**config.mk**
```make
export PLATFORM = sky130hd
export DESIGN_NAME = ring_node_fwd
export DESIGN_NICKNAME = d
export VERILOG_FILES = /design/src/rtl/rn_pkg.sv /design/src/rtl/rn_pkt_fifo.sv /design/src/rtl/rn_rx_filter.sv /design/src/rtl/rn_tx_arb.sv /design/src/rtl/ring_node_fwd.sv
export SDC_FILE = /design/constraint.sdc
export NUM_CORES = 2
export LEC_CHECK = 0
export ABC_AREA = 1
export ABC_CLOCK_PERIOD_IN_PS = 10750
export BUFFER_PORTS_ARGS = -buffer_cell sky130_fd_sc_hd__buf_2
export CORE_ASPECT_RATIO = 1.5
export CORE_UTILIZATION = 35
export CTS_CLUSTER_SIZE = 30
export DETAILED_ROUTE_END_ITERATION = 16
export PLACE_DENSITY = 0.58
export SYNTH_ARGS = -nofsm -noshare
export SYNTH_HDL_FRONTEND = slang
export SYNTH_SLANG_ARGS = --single-unit
```
**constraint.sdc**
```tcl
create_clock -name clk -period 10.75 [get_ports clk]
set_clock_uncertainty 0.15 [all_clocks]
set_input_delay 3.225 -clock clk [delete_from_list [all_inputs] [get_ports clk]]
set_output_delay 3.225 -clock clk [all_outputs]
set_load 0.05 [all_outputs]
```
**src/rtl/rn_pkg.sv**
```systemverilog
package rn_pkg;

  typedef enum logic [1:0] {
    ST_IDLE = 2'd0,
    ST_FWD  = 2'd1,
    ST_LCL  = 2'd2
  } arb_st_t;

  // hysteresis rule for the almost-full flag, on the occupancy after this edge
  function automatic logic af_update(input logic cur, input int unsigned occ,
                                     input int unsigned hi, input int unsigned lo);
    if (occ > hi)      return 1'b1;
    else if (occ < lo) return 1'b0;
    else               return cur;
  endfunction

endpackage

```
**src/rtl/rn_pkt_fifo.sv**
```systemverilog
module rn_pkt_fifo #(
  parameter int W     = 34,
  parameter int DEPTH = 32
) (
  input  logic                         clk,
  input  logic                         rst_n,
  input  logic                         wr,
  input  logic [W-1:0]                 din,
  input  logic                         rd,
  output logic [W-1:0]                 dout,
  output logic [$clog2(DEPTH+1)-1:0]   count,
  output logic                         avail
);
  localparam int AW = $clog2(DEPTH);
  localparam int CW = $clog2(DEPTH+1);

  logic [W-1:0]  store [DEPTH];
  logic [AW-1:0] wr_ptr, rd_ptr;
  logic [CW-1:0] pkts;
  logic          wr_end, rd_end;

  // bit W-1 marks the final beat of a packet
  assign wr_end = wr && din[W-1];
  assign rd_end = rd && dout[W-1];
  assign dout   = store[rd_ptr];
  assign avail  = (pkts != '0);

  always_ff @(posedge clk) begin
    if (wr) store[wr_ptr] <= din;
  end

  always_ff @(posedge clk) begin
    if (!rst_n) begin
      wr_ptr <= '0;
      rd_ptr <= '0;
      count  <= '0;
      pkts   <= '0;
    end else begin
      if (wr) wr_ptr <= wr_ptr + 1'b1;
      if (rd) rd_ptr <= rd_ptr + 1'b1;
      case ({wr, rd})
        2'b10:   count <= count + 1'b1;
        2'b01:   count <= count - 1'b1;
        default: count <= count;
      endcase
      case ({wr_end, rd_end})
        2'b10:   pkts <= pkts + 1'b1;
        2'b01:   pkts <= pkts - 1'b1;
        default: pkts <= pkts;
      endcase
    end
  end


  fifo_underflow_chk: assert property (@(posedge clk) disable iff (!rst_n)
    rd |-> (count != '0));

endmodule

```
**src/rtl/rn_rx_filter.sv**
```systemverilog
module rn_rx_filter #(
  parameter int DATA_W = 32,
  parameter int ID_W   = 8,
  parameter int MAX_LW = 16
) (
  input  logic                     clk,
  input  logic                     rst_n,
  input  logic [ID_W-1:0]          node_id,
  input  logic                     rx_valid,
  input  logic                     rx_first,
  input  logic                     rx_err,
  input  logic [DATA_W-1:0]        rx_data,
  output logic                     fwd_wr,
  output logic                     own_hit,
  output logic                     err_hit,
  output logic                     mem_valid,
  output logic [DATA_W-ID_W-1:0]   mem_addr,
  output logic [DATA_W-1:0]        mem_data
);
  localparam int ADDR_W = DATA_W - ID_W;
  localparam int LCW    = $clog2(MAX_LW + 2);

  logic              hdr, body, is_own, drop_now, drop_q;
  logic [ADDR_W-1:0] addr_q;
  logic [LCW-1:0]    lw_cnt;

  function automatic logic [ADDR_W-1:0] next_lw(input logic [ADDR_W-1:0] a);
    return a + ADDR_W'(4);
  endfunction

  assign hdr      = rx_valid && rx_first;
  assign body     = rx_valid && !rx_first;
  assign is_own   = (rx_data[DATA_W-1:ADDR_W] == node_id);
  assign drop_now = hdr ? (rx_err || is_own) : drop_q;
  assign fwd_wr   = rx_valid && !drop_now;
  assign own_hit  = hdr && is_own && !rx_err;
  assign err_hit  = hdr && rx_err;

  always_ff @(posedge clk) begin
    if (!rst_n) begin
      drop_q    <= 1'b1;
      addr_q    <= '0;
      lw_cnt    <= '0;
      mem_valid <= 1'b0;
      mem_addr  <= '0;
      mem_data  <= '0;
    end else begin
      mem_valid <= body && !drop_q;
      if (body) begin
        mem_addr <= addr_q;
        mem_data <= rx_data;
        addr_q   <= next_lw(addr_q);
        lw_cnt   <= lw_cnt + 1'b1;
      end
      if (hdr) begin
        drop_q <= rx_err || is_own;
        addr_q <= rx_data[ADDR_W-1:0];
        lw_cnt <= '0;
      end
    end
  end


  rx_len_chk: assert property (@(posedge clk) disable iff (!rst_n)
    body |-> (lw_cnt < LCW'(MAX_LW)));

  mem_src_chk: assert property (@(posedge clk) disable iff (!rst_n)
    mem_valid |-> $past(rx_valid && !rx_first));

endmodule

```
**src/rtl/rn_tx_arb.sv**
```systemverilog
module rn_tx_arb #(
  parameter int DATA_W = 32,
  parameter int ID_W   = 8
) (
  input  logic               clk,
  input  logic               rst_n,
  input  logic [ID_W-1:0]    node_id,
  input  logic               f_avail,
  input  logic [DATA_W+1:0]  f_head,
  input  logic               l_avail,
  input  logic [DATA_W+1:0]  l_head,
  output logic               f_rd,
  output logic               l_rd,
  output logic               tx_valid,
  output logic               tx_first,
  output logic               tx_last,
  output logic [DATA_W-1:0]  tx_data
);
  localparam int ADDR_W = DATA_W - ID_W;

  rn_pkg::arb_st_t st_q, st_n;
  logic [DATA_W+1:0] pick;
  logic [DATA_W-1:0] word;

  function automatic logic [DATA_W-1:0] stamp_src(input logic [DATA_W-1:0] w,
                                                  input logic [ID_W-1:0] id);
    return {id, w[ADDR_W-1:0]};
  endfunction

  always_comb begin
    f_rd = (st_q == rn_pkg::ST_FWD) || (st_q == rn_pkg::ST_IDLE && f_avail);
    l_rd = (st_q == rn_pkg::ST_LCL) ||
           (st_q == rn_pkg::ST_IDLE && !f_avail && l_avail);
    pick = f_rd ? f_head : l_head;
    word = (l_rd && pick[DATA_W]) ? stamp_src(pick[DATA_W-1:0], node_id)
                                  : pick[DATA_W-1:0];
    if (f_rd)      st_n = pick[DATA_W+1] ? rn_pkg::ST_IDLE : rn_pkg::ST_FWD;
    else if (l_rd) st_n = pick[DATA_W+1] ? rn_pkg::ST_IDLE : rn_pkg::ST_LCL;
    else           st_n = rn_pkg::ST_IDLE;
  end

  always_ff @(posedge clk) begin
    if (!rst_n) begin
      st_q     <= rn_pkg::ST_IDLE;
      tx_valid <= 1'b0;
      tx_first <= 1'b0;
      tx_last  <= 1'b0;
      tx_data  <= '0;
    end else begin
      st_q     <= st_n;
      tx_valid <= f_rd || l_rd;
      tx_first <= (f_rd || l_rd) && pick[DATA_W];
      tx_last  <= (f_rd || l_rd) && pick[DATA_W+1];
      tx_data  <= word;
    end
  end


  tx_contig_chk: assert property (@(posedge clk) disable iff (!rst_n)
    (tx_valid && !tx_first) |-> ($past(tx_valid) && !$past(tx_last)));

  tx_boundary_chk: assert property (@(posedge clk) disable iff (!rst_n)
    (tx_valid && tx_first) |-> (!$past(tx_valid) || $past(tx_last)));

endmodule

```
**src/rtl/ring_node_fwd.sv**
```systemverilog
module ring_node_fwd #(
  parameter int DATA_W    = 32,
  parameter int ID_W      = 8,
  parameter int MAX_LW    = 16,
  parameter int FWD_DEPTH = 32,
  parameter int LCL_DEPTH = 32,
  parameter int AF_LEVEL  = 24
) (
  input  logic                     clk,
  input  logic                     rst_n,
  input  logic [ID_W-1:0]          node_id,
  output logic [ID_W-1:0]          stat_node_id,
  input  logic                     rx_valid,
  input  logic                     rx_first,
  input  logic                     rx_last,
  input  logic                     rx_err,
  input  logic [DATA_W-1:0]        rx_data,
  input  logic                     lcl_valid,
  input  logic                     lcl_first,
  input  logic                     lcl_last,
  input  logic [DATA_W-1:0]        lcl_data,
  output logic                     lcl_ready,
  output logic                     lcl_afull,
  output logic                     tx_valid,
  output logic                     tx_first,
  output logic                     tx_last,
  output logic [DATA_W-1:0]        tx_data,
  output logic                     mem_valid,
  output logic [DATA_W-ID_W-1:0]   mem_addr,
  output logic [DATA_W-1:0]        mem_data,
  input  logic                     err_irq_en,
  output logic                     err_irq,
  input  logic                     alive_clr,
  output logic                     ring_alive
);
  localparam int BW  = DATA_W + 2;
  localparam int FCW = $clog2(FWD_DEPTH + 1);
  localparam int LCW = $clog2(LCL_DEPTH + 1);

  logic           fwd_wr, own_hit, err_hit;
  logic           f_rd, l_rd, f_avail, l_avail, lcl_wr;
  logic [BW-1:0]  f_head, l_head;
  logic [FCW-1:0] fwd_cnt;
  logic [LCW-1:0] lcl_cnt, lcl_cnt_nx;

  rn_rx_filter #(.DATA_W(DATA_W), .ID_W(ID_W), .MAX_LW(MAX_LW)) u_filt (
    .clk(clk), .rst_n(rst_n), .node_id(node_id),
    .rx_valid(rx_valid), .rx_first(rx_first), .rx_err(rx_err), .rx_data(rx_data),
    .fwd_wr(fwd_wr), .own_hit(own_hit), .err_hit(err_hit),
    .mem_valid(mem_valid), .mem_addr(mem_addr), .mem_data(mem_data));

  rn_pkt_fifo #(.W(BW), .DEPTH(FWD_DEPTH)) u_fwdq (
    .clk(clk), .rst_n(rst_n), .wr(fwd_wr), .din({rx_last, rx_first, rx_data}),
    .rd(f_rd), .dout(f_head), .count(fwd_cnt), .avail(f_avail));

  assign lcl_ready = (lcl_cnt != LCW'(LCL_DEPTH));
  assign lcl_wr    = lcl_valid && lcl_ready;

  rn_pkt_fifo #(.W(BW), .DEPTH(LCL_DEPTH)) u_lclq (
    .clk(clk), .rst_n(rst_n), .wr(lcl_wr), .din({lcl_last, lcl_first, lcl_data}),
    .rd(l_rd), .dout(l_head), .count(lcl_cnt), .avail(l_avail));

  rn_tx_arb #(.DATA_W(DATA_W), .ID_W(ID_W)) u_arb (
    .clk(clk), .rst_n(rst_n), .node_id(node_id),
    .f_avail(f_avail), .f_head(f_head), .l_avail(l_avail), .l_head(l_head),
    .f_rd(f_rd), .l_rd(l_rd),
    .tx_valid(tx_valid), .tx_first(tx_first), .tx_last(tx_last), .tx_data(tx_data));

  always_comb begin
    case ({lcl_wr, l_rd})
      2'b10:   lcl_cnt_nx = lcl_cnt + 1'b1;
      2'b01:   lcl_cnt_nx = lcl_cnt - 1'b1;
      default: lcl_cnt_nx = lcl_cnt;
    endcase
  end

  always_ff @(posedge clk) begin
    if (!rst_n) begin
      stat_node_id <= '0;
      err_irq      <= 1'b0;
      ring_alive   <= 1'b0;
      lcl_afull    <= 1'b0;
    end else begin
      stat_node_id <= node_id;
      err_irq      <= err_hit && err_irq_en;
      if (own_hit)        ring_alive <= 1'b1;
      else if (alive_clr) ring_alive <= 1'b0;
      lcl_afull <= rn_pkg::af_update(lcl_afull, int'(lcl_cnt_nx),
                                     AF_LEVEL, LCL_DEPTH / 2);
    end
  end


  fwd_room_chk: assert property (@(posedge clk) disable iff (!rst_n)
    fwd_wr |-> (fwd_cnt < FCW'(FWD_DEPTH)));

  alive_src_chk: assert property (@(posedge clk) disable iff (!rst_n)
    $rose(ring_alive) |-> $past(own_hit));

  irq_src_chk: assert property (@(posedge clk) disable iff (!rst_n)
    err_irq |-> $past(err_hit && err_irq_en));

  af_rise_chk: assert property (@(posedge clk) disable iff (!rst_n)
    $rose(lcl_afull) |-> (lcl_cnt > LCW'(AF_LEVEL)));

  af_fall_chk: assert property (@(posedge clk) disable iff (!rst_n)
    $fell(lcl_afull) |-> (lcl_cnt < LCW'(LCL_DEPTH / 2)));

endmodule

```
* After elaboration in Yosys (flattened, before gate mapping) *
Memories as Yosys holds them, arrays and structs flattened. A register that Yosys moved wholly into a read port is not among the register bits.
Index checks and enable logic that the tools add are counted.

word-level totals
  logic and storage cells = 106
  register bits = 168
  memories kept = 2
  input port bits = 83
  bits in writable memories = 2176

operators by class
  multiplexer cells = 24
  eq/ne operators = 10
  $add $sub $neg = 11
  $lt $le $gt $ge = 2
  reduce and logical (&&, ||, !) cells = 36

memory list
  name          depth  width  rd ports  clocked after memory_dff  write ports  line               text
  u_fwdq.store  32     34     1         1                         1            rn_pkt_fifo.sv:17  logic [W-1:0] store [DEPTH];
  u_lclq.store  32     34     1         1                         1            rn_pkt_fifo.sv:17

operator list
  cell                                                                              count
  24-bit two-way mux                                                                2
  6-bit case mux with 2 select lines                                                3
  34-bit two-way mux                                                                1
  32-bit two-way mux                                                                1
  24-bit by 3-bit adder with 24-bit output (second input constant)                  1
  5-bit by 1-bit adder with 5-bit output (second input constant)                    4
  5-bit two-way mux                                                                 4
  1-bit logical AND                                                                 19
  6-bit by 1-bit adder with 6-bit output (second input constant)                    3
  6-bit by 1-bit subtractor with 6-bit output (second input constant)               3
  6-bit nonzero test                                                                2
  1-bit two-way mux                                                                 10
  2-bit nonzero test                                                                5
  2-bit by 1-bit == test with 1-bit output (second input constant)                  4
  2-bit == test (second input constant)                                             4
  8-bit == test                                                                     1
  6-bit by 5-bit greater-than comparator with 1-bit output (second input constant)  1
  6-bit by 5-bit less-than comparator with 1-bit output (second input constant)     1
  2-bit two-way mux                                                                 3
  6-bit inequality test (second input constant)                                     1
  1-bit logical NOT                                                                 5
  1-bit logical OR                                                                  4
  2-bit logical NOT                                                                 1

* Depth between registers and ports, before layout *
  depth in word-level cells = 10
  gate-level depth with buffers = 24
  gate-level depth less buffers = 21

* Hierarchy *
From an unflattened synthesis, not the netlist that was laid out.

unflattened totals
  cell total of the unflattened synthesis = 8443
  area total of the unflattened synthesis = 96084.7 um^2

by module, submodules not included
  module                 cells an instance  instances  area an instance (um^2)
  rn_pkt_fifo at u_fwdq  3798               1          45148.3
  rn_pkt_fifo at u_lclq  3798               1          45147.0
  rn_rx_filter           531                1          3643.5
  rn_tx_arb              227                1          1545.2
  ring_node_fwd          89                 1          600.6

* Least setup slack after synthesis *
No wires, ideal clock.

  path type = input-to-reg
  start = in rx_valid
  end = mem u_fwdq.store[3][0], enable pin
  required time = 10.132 ns
  stages on the path = 10
  data arrival time = 6.551 ns
  setup slack = 3.582 ns
  setup time = 0.468 ns
  path buffers = 1
  cells stage by stage = buf_4 nand2_1 inv_2 o21ai_0 nor3_1 nand3_1 nand2_1 nor2_2 inv_2 nor3_1

between the ends
  word-level cells in the longest chain between the ends = 6

RTL lines
  item                                       line                 text
  start, declared                            ring_node_fwd.sv:13  input logic rx_valid,
  1-bit logical AND                          rn_rx_filter.sv:31   assign hdr = rx_valid && rx_first;
  1-bit two-way mux                          rn_rx_filter.sv:34   assign drop_now = hdr ? (rx_err || is_own) : drop_q;
  1-bit logical NOT                          rn_rx_filter.sv:35   assign fwd_wr = rx_valid && !drop_now;
  1-bit logical AND *                        rn_rx_filter.sv:35
  1-bit two-way mux *                        rn_pkt_fifo.sv:29    if (wr) store[wr_ptr] <= din;
  1-bit two-way mux (implied by the code) *  rn_pkt_fifo.sv:29
  end, declared                              rn_pkt_fifo.sv:17

Every way passes the cells marked *; elsewhere a longest branch is shown, timed or not.

* Final worst setup path *
  start = in rx_first
  end = mem u_fwdq.store[16][16], enable pin

between the ends
  word-level cells in the longest chain between the ends = 6

RTL lines
  item                                     line                 text
  start, declared                          ring_node_fwd.sv:14  input logic rx_first,
  1-bit logical AND                        rn_rx_filter.sv:31
  1-bit two-way mux                        rn_rx_filter.sv:34
  1-bit logical NOT                        rn_rx_filter.sv:35
  1-bit logical AND                        rn_rx_filter.sv:35
  1-bit two-way mux                        rn_pkt_fifo.sv:29
  1-bit two-way mux (implied by the code)  rn_pkt_fifo.sv:29

Every way passes these cells.

==> results.tsv <==
metric	value	unit
outcome	completed	
track_usage	20.6	%
cellPowerDensity	225	nW/µm²
cts.hold.buffers_added	0	
synth-seq-cells	2354	
cts_sinks	2354	
switching_share	32.4	%
power_switching	7640	µW
first_iter_violations	6977	
die_area	268000	µm²
layout-drive-gt1-share	9.48	%
drc	0	
yosysSeqAreaShare	74.0	%
num-nets-final	7638	
place.detailed.hpwl	162	mm
r2r_cells	22	
ys.flop_type	edfxtp_1	
slowest_stage	nor2_4	
synth_area_per_cell	12.4	µm²
vias	61500	
setup.worst_path.end	u_fwdq.store[16][16]	
max_freq	133	MHz
synth_edf_count	2176	
clockRootBuffer	clkbuf_16	
clk_latency	900	ps
antenna_found_initial	30	
period_needed	7500	ps
r2r-end	u_fwdq.pkts[5]	
start_kind	input pin	
rsz0062_at_grt	no	
die_w	423	µm
core_area	264000	µm²
ctsResizeCount	0	
grt_pass1_wl	409	mm
crit_type	input pin to register	
rows	231	
dr.pass1.iters	8	
ir_worst_vdd	0.195	mV
synth.top_cell.area_share	70.2	%
yosys_warnings	0	
hold_viol_final	0	
numCtsBuffers	226	
finalWirelength	284	mm
finalMaxSlewViolations	0	
grt-ovfl-total	0	
cp_max_fo	19	
start_util	35.2	%
synthToLayoutAreaGrowth	12.6	%
grt_max_degree	213	
worstPathRequired	11100	ps
die-height	634	µm
synth.area.top_cells	edfxtp_1 70%, nand2_1 4.7%, nand3_1 4.6%	
critPathMaxStageDelay	870	ps
netlist_instances	7496	
path_cells	buf_2, nand2_1, inv_2, o21ai_0, nor3_1, nand3_1, nand2_1, nor2_2, nand2_1, nor2_4, buf_4	
max_slew_margin	13.2	%
place_area	97600	µm²
clock_path_buffers	4	
first_global_vias	60200	
crit_top_cell	nand2_1	
nFillCells	24900	
yosysUniqueCellTypes	41	
cts_tree	yes	
yosysTopAreaCell	edfxtp_1	
cp.arrival	7850	ps
cellLeakagePower	0.0350	µW
final_area	105000	µm²
layout_common_cells	2176 x edfxtp_1, 1155 x nand2_1, 915 x nor2_1	
hp-class	register to register	
pwr-share-clk	33.6	%
p_int	15900	µW
layout_commonest_cell	edfxtp_1	
gp_congestion	0.878	
end_kind	register	
viasPerCell	5.48	
cap_violations	0	
wl_per_cell	25.3	µm
seqPwrFrac	43.9	%
period_share	69.8	%
finalSetupTns	0	ps
async_reset_ff_share	0	%
combPwrFrac	22.4	%
synth_area	93100	µm²
worstMarginPinSlew	1300	ps
ios	187	
startpoint	rx_first	
setup_violations	0	
reg2reg_slack	5570	ps
io_buffers	186	
fin_util	39.7	%
htreeDepth	4	
syn_nets	7605	
hold_slack	299	ps
cts_setup_buffers	0	
cts.clk_slew.worst_paths	60	ps
postRouteAntennaNets	0	
worst max-delay path: cells and delay by family:
family                 cells  cell delay (ps)
buffers and inverters      3              900
AOI/OAI and AO/OA          1              550
and+or+nand+nor            7             3090
power by group through the flow:
stage               sequential [µW]  clock [µW]  combinational [µW]
floorplan                     10700           0                3240
global placement              10500           0                5200
detailed placement            10500           0                5260
CTS                           10300        8050                5280
global route                  10400        8360                5760
finish                        10300        7930                5290
registers in the layout (all words and copies together) (netlist names), 2 cells and up, named ones only:
signal and count:
u_fwdq.store 1088, u_lclq.store 1088, u_arb.tx_data 32, u_filt.mem_data 32, u_filt.addr_q 24, u_filt.mem_addr 24
stat_node_id 8, u_fwdq.pkts 6, u_lclq.count 6, u_lclq.pkts 6, u_fwdq.rd_ptr 5, u_fwdq.wr_ptr 5
u_lclq.rd_ptr 5, u_lclq.wr_ptr 5, u_arb.st_q 2
per-layer routing:
layer / up-vias / track usage [%] / wire length (µm)
met5: - / 0 / 110
met4: 18 / 11.8 / 17700
met3: 682 / 2.96 / 19300
met2: 2572 / 35.2 / 140000
met1: 30800 / 24.8 / 107000
li1: 27400 / - / -
cells in the mapped netlist (55+ instances only):
| cell | n |
|---|---|
| edfxtp_1 | 2176 |
| buf_4 | 55 |
| clkbuf_1 | 243 |
| inv_1 | 121 |
| dfxtp_1 | 178 |
| nand3_1 | 854 |
| nor2_1 | 976 |
| o22ai_1 | 205 |
| a21oi_1 | 100 |
| o21ai_0 | 838 |
| o221ai_1 | 197 |
| nand2_1 | 1155 |
| buf_2 | 138 |
worst min-delay path by stage:
| stage | from | endpoint | slack [ps] | depth (start not counted) |
|---|---|---|---|---|
| after floorplan | u_filt.drop_q | u_filt.mem_valid | 240 | 1 |
| after global placement | u_fwdq.rd_ptr[4] | register | 300 | 2 |
| after detailed placement | u_fwdq.rd_ptr[4] | register | 310 | 2 |
| after CTS | u_lclq.rd_ptr[3] | register | 300 | 2 |
| after global routing | u_fwdq.rd_ptr[4] | register | 350 | 2 |
| final | u_lclq.rd_ptr[3] | register | 300 | 2 |
stage by stage:
step | cells | total power, µW | setup slack, ps
3_3_place_gp | 10800 | 15700 | 2450
3_5_place_dp | 10800 | 15800 | 2390
6_report | 11200 | 23600 | 3250
2_1_floorplan | 7496 | 13900 | 3580
4_1_cts | 11200 | 23700 | 3280
5_1_grt | 11200 | 24500 | 3150
cells by family (layout without fill, tap and decap cells):
| kind of cell | count (synthesis) | in the layout | share of synthesized area [%] |
|---|---|---|---|
| other | 0 | 12 | 0 |
| AND/OR/NAND/NOR | 3030 | 3030 | 13.5 |
| XOR/XNOR | 21 | 21 | 0.198 |
| AO/OA/AOI/OAI | 1420 | 1420 | 8.78 |
| buffers and inverters | 644 | 863 | 3.18 |
| adder cells (fa/ha/maj) | 26 | 26 | 0.365 |
| multiplexers | 1 | 1 | 0.0107 |
| flip-flops | 2354 | 2354 | 74.0 |
area by class of cell:
cell class	instances	area, µm²	area share, %
Antenna cell	12	30.0	0.0286
Tap cell	3495	4370	4.17
Multi-Input combinational cell	4498	21700	20.7
Timing Repair Buffer	315	2010	1.92
Sequential cell	2354	68900	65.7
Inverter	134	547	0.521
Clock inverter	130	1220	1.16
Clock buffer	284	6000	5.72
Note: power is estimated with default switching activity, not from simulation.
